**config.mk**
```make
export PLATFORM = sky130hd
export DESIGN_NAME = fetch_exec_seq
export DESIGN_NICKNAME = d
export VERILOG_FILES = /design/src/rtl/fetch_exec_seq_pkg.sv /design/src/rtl/seq_decoder.sv /design/src/rtl/seq_alu.sv /design/src/rtl/seq_regfile.sv /design/src/rtl/fetch_exec_seq.sv
export SDC_FILE = /design/constraint.sdc
export NUM_CORES = 1
export LEC_CHECK = 0
export ABC_AREA = 1
export ABC_CLOCK_PERIOD_IN_PS = 4300
export CAP_MARGIN = 20
export CORE_MARGIN = 5
export CORE_UTILIZATION = 65
export DETAILED_ROUTE_END_ITERATION = 10
export DONT_BUFFER_PORTS = 1
export GPL_ROUTABILITY_DRIVEN = 1
export GPL_TIMING_DRIVEN = 0
export PLACE_DENSITY_LB_ADDON = 0.05
export SLEW_MARGIN = 30
export SYNTH_ARGS = -nofsm -noshare
export SYNTH_HDL_FRONTEND = slang
export SYNTH_SLANG_ARGS = --single-unit
```
**constraint.sdc**
```tcl
create_clock -name clk -period 4.3 [get_ports clk]
set_clock_uncertainty 0.15 [all_clocks]
set_input_delay 0.86 -clock clk [delete_from_list [all_inputs] [get_ports clk]]
set_output_delay 0.86 -clock clk [all_outputs]
set_load 0.05 [all_outputs]
```
**src/rtl/fetch_exec_seq_pkg.sv**
```systemverilog
package fetch_exec_seq_pkg;

    localparam int WORD_W  = 32;
    localparam int OPC_W   = 4;
    localparam int DST_W   = 4;
    localparam int IMM_W   = WORD_W - OPC_W - DST_W;
    localparam int OPC_LSB = WORD_W - OPC_W;
    localparam int DST_LSB = IMM_W;

    localparam logic [OPC_W-1:0] OPC_MOVI = 4'h1;
    localparam logic [DST_W-1:0] DST_PC   = {DST_W{1'b1}};

    typedef enum logic [2:0] {
        ST_FETCH_ADDR,
        ST_FETCH_WAIT,
        ST_DECODE,
        ST_OPERAND,
        ST_EXECUTE
    } seq_state_e;

    typedef enum logic [1:0] {
        PH_FETCH   = 2'd0,
        PH_DECODE  = 2'd1,
        PH_OPERAND = 2'd2,
        PH_EXECUTE = 2'd3
    } seq_phase_e;

    typedef struct packed {
        logic             wr_reg;
        logic             wr_pc;
        logic [DST_W-1:0] dest;
        logic [IMM_W-1:0] imm;
    } dec_fields_s;

endpackage

```
**src/rtl/seq_decoder.sv**
```systemverilog
module seq_decoder
    import fetch_exec_seq_pkg::*;
#(
    parameter int REG_NUM = 4
) (
    input  logic [WORD_W-1:0] instr_i,
    output dec_fields_s       dec_o
);
    logic [OPC_W-1:0] opc;
    logic             is_movi;

    always_comb begin
        opc          = instr_i[OPC_LSB +: OPC_W];
        is_movi      = (opc == OPC_MOVI);
        dec_o.dest   = instr_i[DST_LSB +: DST_W];
        dec_o.imm    = instr_i[IMM_W-1:0];
        dec_o.wr_pc  = is_movi && (dec_o.dest == DST_PC);
        dec_o.wr_reg = is_movi && (int'(dec_o.dest) < REG_NUM);
    end
endmodule

```
**src/rtl/seq_alu.sv**
```systemverilog
module seq_alu
    import fetch_exec_seq_pkg::*;
(
    input  logic [WORD_W-1:0] operand_i,
    output logic [WORD_W-1:0] result_o
);
    // Move is the only operation: the operand passes straight through.
    always_comb result_o = operand_i;
endmodule

```
**src/rtl/seq_regfile.sv**
```systemverilog
module seq_regfile
    import fetch_exec_seq_pkg::*;
#(
    parameter int REG_NUM = 4,
    localparam int IDX_W  = (REG_NUM > 1) ? $clog2(REG_NUM) : 1
) (
    input  logic              clk,
    input  logic              rst,
    input  logic              wr_en_i,
    input  logic [DST_W-1:0]  wr_idx_i,
    input  logic [WORD_W-1:0] wr_data_i,
    input  logic [IDX_W-1:0]  rd_idx_i,
    output logic [WORD_W-1:0] rd_data_o
);
    logic [WORD_W-1:0] regs [REG_NUM];

    for (genvar g = 0; g < REG_NUM; g++) begin : g_reg
        always_ff @(posedge clk) begin
            if (rst) begin
                regs[g] <= '0;
            end else if (wr_en_i && (wr_idx_i == DST_W'(g))) begin
                regs[g] <= wr_data_i;
            end
        end
    end

    always_comb rd_data_o = regs[rd_idx_i];
endmodule

```
**src/rtl/fetch_exec_seq.sv**
```systemverilog
module fetch_exec_seq
    import fetch_exec_seq_pkg::*;
#(
    parameter int REG_NUM     = 4,
    parameter int INSTR_BYTES = 4,
    localparam int REG_IDX_W  = (REG_NUM > 1) ? $clog2(REG_NUM) : 1
) (
    input  logic                 clk,
    input  logic                 rst,
    output logic [WORD_W-1:0]    mem_addr,
    output logic                 mem_rd,
    input  logic [WORD_W-1:0]    mem_rdata,
    input  logic [REG_IDX_W-1:0] rf_sel,
    output logic [WORD_W-1:0]    rf_data,
    output logic [1:0]           dbg_phase,
    output logic [WORD_W-1:0]    dbg_pc,
    output logic [WORD_W-1:0]    dbg_ir
);
    seq_state_e        state_q, state_d;
    logic [WORD_W-1:0] pc_q;
    logic [WORD_W-1:0] ir_q;
    logic [WORD_W-1:0] opnd_q;
    logic [WORD_W-1:0] alu_y;
    dec_fields_s       dec_w, dec_q;
    logic              rf_we;

    seq_decoder #(.REG_NUM(REG_NUM)) u_dec (
        .instr_i (ir_q),
        .dec_o   (dec_w)
    );

    seq_alu u_alu (
        .operand_i (opnd_q),
        .result_o  (alu_y)
    );

    seq_regfile #(.REG_NUM(REG_NUM)) u_rf (
        .clk       (clk),
        .rst       (rst),
        .wr_en_i   (rf_we),
        .wr_idx_i  (dec_q.dest),
        .wr_data_i (alu_y),
        .rd_idx_i  (rf_sel),
        .rd_data_o (rf_data)
    );

    // State register
    always_ff @(posedge clk) begin
        if (rst) state_q <= ST_FETCH_ADDR;
        else     state_q <= state_d;
    end

    // Transitions: a fixed ring of five states
    always_comb begin
        unique case (state_q)
            ST_FETCH_ADDR: state_d = ST_FETCH_WAIT;
            ST_FETCH_WAIT: state_d = ST_DECODE;
            ST_DECODE:     state_d = ST_OPERAND;
            ST_OPERAND:    state_d = ST_EXECUTE;
            ST_EXECUTE:    state_d = ST_FETCH_ADDR;
            default:       state_d = ST_FETCH_ADDR;
        endcase
    end

    // Datapath registers, loaded per state
    always_ff @(posedge clk) begin
        if (rst) begin
            pc_q   <= '0;
            ir_q   <= '0;
            dec_q  <= '0;
            opnd_q <= '0;
        end else begin
            unique case (state_q)
                ST_FETCH_WAIT: begin
                    ir_q <= mem_rdata;
                    pc_q <= pc_q + WORD_W'(INSTR_BYTES);
                end
                ST_DECODE:  dec_q  <= dec_w;
                ST_OPERAND: opnd_q <= WORD_W'(dec_q.imm);
                ST_EXECUTE: if (dec_q.wr_pc) pc_q <= alu_y;
                default: ;
            endcase
        end
    end

    // Outputs
    always_comb begin
        mem_addr = pc_q;
        mem_rd   = 1'b0;
        rf_we    = 1'b0;
        unique case (state_q)
            ST_FETCH_ADDR: begin
                mem_rd    = !rst;
                dbg_phase = PH_FETCH;
            end
            ST_FETCH_WAIT: dbg_phase = PH_FETCH;
            ST_DECODE:     dbg_phase = PH_DECODE;
            ST_OPERAND:    dbg_phase = PH_OPERAND;
            ST_EXECUTE: begin
                dbg_phase = PH_EXECUTE;
                rf_we     = dec_q.wr_reg;
            end
            default:       dbg_phase = PH_FETCH;
        endcase
        dbg_pc = pc_q;
        dbg_ir = ir_q;
    end
endmodule

```
==> impl_metrics.json <==
{
  "grt_antenna_before_repair": 0,
  "coreArea_um2": 14600,
  "start_util_pct": 66.7,
  "critPathRequiredTime_ps": 3290,
  "routedWlPerCell_um": 18.5,
  "max_freq_ghz": 0.273,
  "period_needed_ps": 3660,
  "ys_seq_area_share_pct": 54.5,
  "layout.nets": 1208,
  "tightest_slew_ps": 1050,
  "cts-root-buf": "clkbuf_16",
  "synth-seq-cells": 217,
  "hold_ws_ps": 322,
  "power_leakage_nw": 4.23,
  "grt_pass1_vias": 7599,
  "path_class": "in -> out",
  "timing.final.crit_share_pct": 85.0,
  "rsz0062_at_grt": "false",
  "grt_overflow_total": 0,
  "hold_viol": 0,
  "cts_setup_buffers": 0,
  "pwr-share-comb_pct": 12.6,
  "drive_gt1_share_pct": 14.5,
  "die_x_um": 132,
  "wirelength_um": 25300,
  "synthCells": 1138,
  "syn_area_um2": 9730,
  "hold_class": "reg -> reg",
  "p_int_mw": 3.67,
  "async_flop_share_pct": 0,
  "crit_chain": "inv_1 > clkbuf_1 > clkbuf_1 > nor2_1 > o22ai_1",
  "synthSimpleGateAreaFrac_pct": 16.6,
  "synth_mux_area_share_pct": 0,
  "pwr-share-seq_pct": 46.7,
  "ys_types": 35,
  "synth_warnings": 0,
  "power.density_nw_per_um2": 463,
  "synth_xor_area_share_pct": 0.360,
  "die_height_um": 132,
  "clock_power_share_pct": 40.7,
  "die-area_um2": 17500,
  "cts_buffers": 23,
  "clk_pin_slew_worst_paths_ps": 60,
  "rows": 44,
  "syn_avg_cell_area_um2": 8.55,
  "gp_congestion": 0.926,
  "drt_iter0_drc": 830,
  "drc": 0,
  "net-switching-power_mw": 1.40,
  "vias_per_cell": 5.77,
  "start_kind": "input port",
  "slew_viol_final": 0,
  "synth_fa_ha_area_share_pct": 0.129,
  "dpl_cell_area_um2": 10100,
  "slew_headroom_pct": 30.9,
  "grt_max_degree": 25,
  "final.setup.tns_ps": 0,
  "port_buffers": 0,
  "maxCapViolations": 0,
  "critPathSlowestCell": "o22ai_1",
  "finalSetupViolations": 0,
  "cts-resized-gates": 0,
  "grt_pass1_wl_um": 39900,
  "outcome": "finished, final reports clean",
  "area_delta_synth_final_pct": 12.4,
  "ios": 167,
  "first_pass_iters": 5,
  "total_power_mw": 5.07,
  "cts_hold_buf": 0,
  "design_area_um2": 10900,
  "n_antenna_cell": 0,
  "clock_sinks": 217,
  "max-vdd-ir-drop_v": 0.000373,
  "max_stage_delay_ps": 820,
  "clk_path_buf_depth": 3,
  "cp.arrival_ps": 2650,
  "drtAntennaViolNets": 0,
  "synth_edf_count": 96,
  "cp_max_fo": 10,
  "cts_tree": "done",
  "fillers": 1102,
  "switching_share_pct": 27.6,
  "dp_hpwl_um": 17800,
  "endpoint_kind": "output port",
  "vias": 7916,
  "clock_latency_ps": 510,
  "synth-compound-area-share_pct": 16.0,
  "synthFlopType": "dfxtp_1",
  "synth_top_family_by_area": "simple AND/OR/NAND/NOR gates",
  "path_common_cell": "clkbuf_1",
  "cts.htree.levels": 1,
  "fin_util_pct": 74.9,
  "grt_use_total_pct": 27.8
}
cells in the final DEF (no fill, tap or decap), types with 5 or more instances in the layout:
cell type / Yosys / layout
clkbuf_1: 40 / 45
clkbuf_16: 0 / 24
nand4_1: 5 / 5
buf_4: 70 / 71
nand2_1: 107 / 107
or2_2: 5 / 5
buf_2: 16 / 16
conb_1: 1 / 8
edfxtp_1: 96 / 96
o21ai_0: 162 / 162
nand3b_1: 5 / 5
a21oi_1: 110 / 110
o22ai_2: 0 / 23
nor3_1: 9 / 9
inv_1: 102 / 102
dfxtp_1: 121 / 121
nor2_1: 195 / 195
nand3_1: 34 / 34
kinds of logic after synthesis:
family | after synthesis
other | 1
buffers and inverters | 234
flip-flops | 217
AO/OA/AOI/OAI | 303
XOR/XNOR | 4
adder cells (fa/ha/maj) | 1
AND/OR/NAND/NOR | 378
through the flow:
step | worst slack, ps | cells
2_1_floorplan | 811 | 1145
3_3_place_gp | 571 | 1329
3_5_place_dp | 592 | 1330
4_1_cts | 594 | 1372
5_1_grt | 543 | 1372
6_report | 644 | 1372
synthesized netlist by cell type (4+ instances only):
cell      number  area (µm²)
nor2_1       195         732
o21ai_0      162         811
dfxtp_1      121        2420
a21oi_1      110         551
nand2_1      107         402
inv_1        102         383
edfxtp_1      96        2880
buf_4         70         526
clkbuf_1      40         150
nand3_1       34         170
o22ai_1       25         156
buf_2         16        80.1
nor3_1         9        45.0
nand3b_1       5        37.5
nand4_1        5        31.3
or2_2          5        31.3
buf_6          4        45.0
power by group through the flow:
stage	combinational [mW]	clock, mW	sequential, mW
finish	0.641	2.06	2.36
global route	0.683	2.16	2.37
CTS	0.634	2.07	2.36
detailed placement	0.630	0	2.41
global placement	0.608	0	2.40
floorplan	0.513	0	2.38
layout make-up:
type	count	area [µm²]	share of cell area [%]
plain buffers	130	801	7.32
inverters	104	393	3.59
clock inverters	8	121	1.11
well taps	184	230	2.11
flip-flops and latches	217	5310	48.5
clock buffers	34	671	6.13
repair buffers	1	7.51	0.0687
multi-input cells	694	3410	31.1
sequential cells by signal (all words and copies together), names as in the netlist:
signal	flops
u_rf.regs	96
dbg_ir	32
dbg_pc	32
dec_q	30
opnd_q	24
state_q	3
per-layer routing:
layer	global-route usage (%)	wire length (µm)	vias up	part of all wire, %
met5	0	0	-	0
met1	37.7	10300	3692	41
met3	5.61	2200	62	8.7
li1	-	-	3797	-
met2	45.0	12100	365	48
met4	9.39	754	0	3.0
worst paths after layout:
path / slack, ps / endpoint / from / cells past startpoint
max: 640 / rf_data[11] / rf_sel[0] / 5
min: 320 / dec_q[19] / dbg_ir[19] / 2
max reg2reg: 1780 / dbg_pc[26] / dbg_pc[2] / 9
min reg2reg: 320 / dec_q[19] / dbg_ir[19] / 2
worst max-delay path: cells and delay by family:
family / cells / cell delay [ps]
compound gates: 1 / 820
buf+inv: 3 / 870
simple gates: 1 / 90
(Power assumes the default switching activity.)
